### config.mk
export PLATFORM = sky130hd
export DESIGN_NAME = residue_window_cmp
export DESIGN_NICKNAME = d
export VERILOG_FILES = /design/src/rtl/rwc_pkg.sv /design/src/rtl/rwc_residue.sv /design/src/rtl/rwc_compare.sv /design/src/rtl/residue_window_cmp.sv
export SDC_FILE = /design/constraint.sdc
export NUM_CORES = 1
export LEC_CHECK = 0
export BUFFER_PORTS_ARGS = -buffer_cell sky130_fd_sc_hd__buf_2
export CAP_MARGIN = 10
export CORE_ASPECT_RATIO = 1.2
export CORE_UTILIZATION = 51
export CTS_BUF_LIST = sky130_fd_sc_hd__clkbuf_8
export DETAILED_ROUTE_END_ITERATION = 6
export PLACE_DENSITY = 0.75
export SYNTH_ARGS = -nofsm -noshare
export SYNTH_HDL_FRONTEND = slang
export SYNTH_SLANG_ARGS = --single-unit
### constraint.sdc
create_clock -name clk -period 2.3 [get_ports clk]
set_clock_uncertainty 0.2 [all_clocks]
set_input_delay 0.23 -clock clk [delete_from_list [all_inputs] [get_ports clk]]
set_output_delay 0.23 -clock clk [all_outputs]
set_load 0.01 [all_outputs]
### src/rtl/rwc_pkg.sv
package rwc_pkg;
  localparam int BYTE_W     = 8;
  localparam int ORDER_BIT  = 0;
  localparam int PRESET_BIT = 1;
  localparam int MATCH_BIT  = 2;
endpackage

### src/rtl/rwc_residue.sv
module rwc_residue
  import rwc_pkg::*;
#(
  parameter int RES_W = 40,
  localparam int NBYTE = RES_W / BYTE_W
) (
  input  logic              clk,
  input  logic              rst_l,
  input  logic              preset,
  input  logic              upd_valid,
  input  logic [RES_W-1:0]  upd_value,
  input  logic [NBYTE-1:0]  byte_we,
  input  logic [BYTE_W-1:0] wdata,
  output logic [RES_W-1:0]  res_q
);
  logic [RES_W-1:0] res_n;
  logic             res_en;

  always_comb begin
    res_n  = res_q;
    res_en = preset | upd_valid | (|byte_we);
    if (preset) begin
      res_n = '1;
    end else if (upd_valid) begin
      res_n = upd_value;
    end else begin
      for (int p = 0; p < NBYTE; p++) begin
        if (byte_we[p]) res_n[p*BYTE_W +: BYTE_W] = wdata;
      end
    end
  end

  always_ff @(posedge clk or negedge rst_l) begin
    if (!rst_l)      res_q <= '0;
    else if (res_en) res_q <= res_n;
  end
endmodule

### src/rtl/rwc_compare.sv
module rwc_compare
  import rwc_pkg::*;
#(
  parameter int CMP_W = 32,
  localparam int NBYTE = CMP_W / BYTE_W
) (
  input  logic              clk,
  input  logic              rst_l,
  input  logic [NBYTE-1:0]  byte_we,
  input  logic [BYTE_W-1:0] wdata,
  input  logic [CMP_W-1:0]  window,
  input  logic              done,
  input  logic              preset,
  output logic [CMP_W-1:0]  cmp_q,
  output logic              match_q
);
  logic [CMP_W-1:0] cmp_n;
  logic             match_n;
  logic             match_en;

  always_comb begin
    cmp_n = cmp_q;
    for (int k = 0; k < NBYTE; k++) begin
      if (byte_we[k]) cmp_n[k*BYTE_W +: BYTE_W] = wdata;
    end
  end

  always_comb begin
    match_en = preset | done;
    match_n  = preset ? 1'b0 : (window == cmp_q);
  end

  always_ff @(posedge clk or negedge rst_l) begin
    if (!rst_l) begin
      cmp_q   <= '0;
      match_q <= 1'b0;
    end else begin
      if (|byte_we) cmp_q   <= cmp_n;
      if (match_en) match_q <= match_n;
    end
  end
endmodule

### src/rtl/residue_window_cmp.sv
module residue_window_cmp
  import rwc_pkg::*;
#(
  parameter int RES_W  = 40,
  parameter int CMP_W  = 32,
  parameter int ADDR_W = 4
) (
  input  logic              clk,
  input  logic              rst_n,
  input  logic [ADDR_W-1:0] reg_addr,
  input  logic              reg_wr,
  input  logic [BYTE_W-1:0] reg_wdata,
  output logic [BYTE_W-1:0] reg_rdata,
  input  logic              upd_valid,
  input  logic [RES_W-1:0]  upd_value,
  input  logic              op_done,
  output logic [RES_W-1:0]  residue_out,
  output logic              match_flag
);
  localparam int NRES      = RES_W / BYTE_W;
  localparam int NCMP      = CMP_W / BYTE_W;
  localparam int CMP_BASE  = NRES;
  localparam int CTRL_ADDR = NRES + NCMP;

  // reset: asynchronous assert, synchronous release
  logic [1:0] rst_sr;
  logic       rst_l;
  always_ff @(posedge clk or negedge rst_n) begin
    if (!rst_n) rst_sr <= 2'b00;
    else        rst_sr <= {rst_sr[0], 1'b1};
  end
  assign rst_l = rst_sr[1];

  // control register
  logic ctrl_hit;
  logic order_q, order_n;
  logic preset_q, preset_n;

  always_comb begin
    ctrl_hit = reg_wr && (reg_addr == ADDR_W'(CTRL_ADDR));
    order_n  = ctrl_hit ? reg_wdata[ORDER_BIT] : order_q;
    preset_n = ctrl_hit && reg_wdata[PRESET_BIT];
  end

  always_ff @(posedge clk or negedge rst_l) begin
    if (!rst_l) begin
      order_q  <= 1'b0;
      preset_q <= 1'b0;
    end else begin
      if (ctrl_hit) order_q <= order_n;
      preset_q <= preset_n;
    end
  end

  // write decode
  logic [NRES-1:0] res_we;
  logic [NCMP-1:0] cmp_we;

  for (genvar p = 0; p < NRES; p++) begin : g_res_we
    localparam int MIRROR = NRES - 1 - p;
    assign res_we[p] = reg_wr &&
      (reg_addr == (order_q ? ADDR_W'(MIRROR) : ADDR_W'(p)));
  end

  for (genvar k = 0; k < NCMP; k++) begin : g_cmp_we
    assign cmp_we[k] = reg_wr && (reg_addr == ADDR_W'(CMP_BASE + k));
  end

  // datapath
  logic [RES_W-1:0] res_q;
  logic [CMP_W-1:0] cmp_q;
  logic [CMP_W-1:0] window;
  logic             match_q;

  rwc_residue #(.RES_W(RES_W)) u_residue (
    .clk       (clk),
    .rst_l     (rst_l),
    .preset    (preset_q),
    .upd_valid (upd_valid),
    .upd_value (upd_value),
    .byte_we   (res_we),
    .wdata     (reg_wdata),
    .res_q     (res_q)
  );

  assign window = order_q ? res_q[CMP_W-1:0] : res_q[RES_W-1 -: CMP_W];

  rwc_compare #(.CMP_W(CMP_W)) u_compare (
    .clk     (clk),
    .rst_l   (rst_l),
    .byte_we (cmp_we),
    .wdata   (reg_wdata),
    .window  (window),
    .done    (op_done),
    .preset  (preset_q),
    .cmp_q   (cmp_q),
    .match_q (match_q)
  );

  // read mux
  always_comb begin
    reg_rdata = '0;
    for (int i = 0; i < NRES; i++) begin
      if (reg_addr == ADDR_W'(i))
        reg_rdata = order_q ? res_q[(NRES-1-i)*BYTE_W +: BYTE_W]
                            : res_q[i*BYTE_W +: BYTE_W];
    end
    for (int k = 0; k < NCMP; k++) begin
      if (reg_addr == ADDR_W'(CMP_BASE + k))
        reg_rdata = cmp_q[k*BYTE_W +: BYTE_W];
    end
    if (reg_addr == ADDR_W'(CTRL_ADDR)) begin
      reg_rdata[ORDER_BIT]  = order_q;
      reg_rdata[PRESET_BIT] = preset_q;
      reg_rdata[MATCH_BIT]  = match_q;
    end
  end

  assign residue_out = res_q;
  assign match_flag  = match_q;
endmodule

==> flow_summary.json <==
{
  "status": "finished with violations",
  "violations": "setup timing",
  "holdPathStages": 2,
  "antenna_left": 0,
  "tightest_slew_ns": 0.708,
  "drtIter0Drc": 523,
  "critPathLaunchType": "flip-flop",
  "coreArea_um2": 9470,
  "clkLatencyLatePin_ns": 0.36,
  "syn2layout_area_growth_pct": 35.9,
  "die_h_um": 110,
  "holdPathEnd": "preset_q",
  "slew_violations": 0,
  "max_freq_mhz": 384,
  "syn-num-nets": 587,
  "combPwrFrac": 0.373,
  "cts_tree": "built",
  "grt_usage": 0.337,
  "p_int_mw": 3.15,
  "power_density_nw_per_um2": 733,
  "pre_cts_ws_ns": -0.0180,
  "rsz0062_at_grt": "yes",
  "rows": 39,
  "vias": 5124,
  "final_common_cell": "buf_2",
  "leakage_nw": 2.98,
  "avgSynthCellArea_um2": 9.36,
  "r2r_end": "u_compare.match_q",
  "clock-sinks": 77,
  "cts_root_buffer": "clkbuf_8",
  "required_ns": 1.87,
  "fin_crit_ns": 2.61,
  "htreeDepth": 3,
  "final_cell_mix": "buf_2 (102), dfrtp_1 (75), nand2_1 (56)",
  "ys_warn_count": 0,
  "synth_seq_area_share": 0.388,
  "synth_area_um2": 4960,
  "pwr-share-clk": 0.239,
  "fin_crit_sh": 1.13,
  "grt-ovfl-total": 0,
  "fin_cells": 844,
  "seqPwrFrac": 0.388,
  "worstPathArrival_ns": 2.18,
  "fin_util": 0.712,
  "setup_viol": 8,
  "antenna_found_initial": 0,
  "timing.hold.ws_ns": 0.0114,
  "grt_max_degree": 43,
  "critPathMaxFanout": 8,
  "hold_violations": 0,
  "layout-drive-gt1-share": 0.337,
  "chipWidth_um": 92.0,
  "first_pass_iters": 6,
  "drc": 0,
  "p_switching_mw": 1.79,
  "dp_hpwl_um": 11800,
  "r2r_setup_slack_ns": 0.06,
  "maxSlewHeadroom": 0.528,
  "hp-start": "reg_wdata[1]",
  "endpoint_kind": "output port",
  "final_nets": 773,
  "fin_ws_ns": -0.307,
  "grt_pass1_vias": 4672,
  "drt_wl_total_um": 16900,
  "crit_type": "reg2out",
  "async_reset_ff_frac": 1.00,
  "ios": 106,
  "reg2reg_depth": 9,
  "io_buffers": 105,
  "yosysUniqueCellTypes": 48,
  "grt_pass1_wl_um": 25400,
  "clk_pin_slew_worst_paths_ns": 0.08,
  "via_per_inst": 6.07,
  "worstHoldPathType": "in2reg",
  "die_area_um2": 10100,
  "r2r-start": "order_q",
  "synth_edf_count": 0,
  "synth_cells": 530,
  "post_drt_wl_per_cell_um": 20.1,
  "drv_cap": 0,
  "cts.path.max_buffers": 2,
  "ir_worst_vdd_mv": 0.384,
  "placedCellCount": 765,
  "ys_seq_elements": 77,
  "globalplace.congestion": 1.04,
  "synthFlopType": "dfrtp_1",
  "initial_utilization": 0.524,
  "diodes": 0,
  "cts_made_buffers": 9,
  "p_sw_frac": 0.362
}
==> power groups by stage <==
stage / combinational [mW] / clock [mW] / sequential [mW]
4_1_cts: 1.71 / 1.18 / 1.90
6_report: 1.84 / 1.18 / 1.92
3_5_place_dp: 1.52 / 0 / 1.92
2_1_floorplan: 1.09 / 0 / 1.86
3_3_place_gp: 1.50 / 0 / 1.92
5_1_grt: 1.96 / 1.24 / 1.95
==> cells in the mapped netlist, types with 2 or more instances <==
cell type,count,area share
mux2i_1,41,0.083
dfrtp_1,77,0.39
a21boi_0,2,0.0030
a221oi_1,6,0.011
a31oi_1,46,0.058
nand2_1,56,0.042
nor2_1,55,0.042
o22a_1,2,0.0035
a22oi_1,5,0.0076
nor2b_1,6,0.0076
nand2b_1,10,0.013
nor4_1,6,0.0076
nor3_1,7,0.0071
inv_2,2,0.0015
clkbuf_1,13,0.0098
xor2_1,9,0.016
nand3_1,8,0.0081
o221a_2,3,0.0068
o21bai_1,3,0.0045
o2111ai_1,2,0.0035
o21ai_0,20,0.020
buf_2,12,0.012
o221ai_1,2,0.0035
mux2_2,45,0.10
a32o_1,2,0.0040
or3_1,3,0.0038
o22ai_1,3,0.0038
nor2_2,2,0.0025
inv_1,5,0.0038
o211ai_1,4,0.0061
a21oi_1,24,0.024
xnor2_1,26,0.046
nand4_1,3,0.0038
o21ai_2,3,0.0053
buf_6,4,0.0091
==> through the flow <==
| stage | total power, mW | cell area, µm² | setup TNS [ns] |
|---|---|---|---|
| finish | 4.94 | 6740 | -1.89 |
| global route | 5.15 | 6740 | -2.45 |
| CTS | 4.78 | 6620 | -1.84 |
| detailed placement | 3.45 | 5780 | -0.0268 |
| global placement | 3.41 | 5780 | 0 |
| floorplan | 2.95 | 4960 | 0 |
==> logic make-up after synthesis <==
logic type,after synthesis,share of synthesized area
AND/OR/NAND/NOR,159,0.141
XOR/XNOR,36,0.0673
flip-flops,77,0.388
other,1,0.000756
buffers and inverters,39,0.0449
AO/OA/AOI/OAI,132,0.173
multiplexers,86,0.185
==> how the worst max path moves through the flow <==
stage | from | end | slack (ns) | depth (start not counted)
floorplan | order_q | reg_rdata[3] | 0.35 | 8
global placement | order_q | reg_rdata[2] | 0.03 | 6
detailed placement | order_q | reg_rdata[7] | -0.02 | 6
CTS | order_q | reg_rdata[1] | -0.27 | 6
global route | order_q | reg_rdata[2] | -0.36 | 8
finish | order_q | reg_rdata[2] | -0.31 | 7
==> layer usage <==
layer,up-vias,part of all wire,track usage
met2,338,0.48,0.551
met3,63,0.088,0.0610
met1,2425,0.39,0.444
li1,2298,-,-
met4,0,0.043,0.141
met5,-,0,0
==> what timing repair did <==
action / 4_1_cts / 5_1_grt
hold endpoints to repair: 76 / 0
hold buffers: 50 / 0
buffers inserted: 7 / 6
endpoints found under the setup margin: 8 / 10
pin swaps: 7 / 12
resized for setup: 22 / 17
==> sequential cells by signal, summed over array words and instances (netlist names) <==
signal             flops
u_compare.cmp_q       32
u_compare.match_q      1
u_residue.res_q       40
rst_sr                 2
preset_q               1
order_q                1
==> layout make-up <==
cell class | count | area, µm²
clock buffers | 9 | 124
multi-input cells | 414 | 2890
inverters | 7 | 26.3
repair buffers | 207 | 1520
fillers | 737 | 2730
clock inverters | 7 | 98.8
flip-flops and latches | 77 | 1930
well taps | 123 | 154
==> critical path, cell delays in order, from the launching register on <==
cell and delay [ns]:
dfrtp_4 0.58, buf_4 0.17, buf_8 0.12, mux2_2 0.27
o21ai_0 0.15, a22oi_1 0.10, a32o_2 0.29, buf_2 0.14
(Power assumes the default switching activity.)
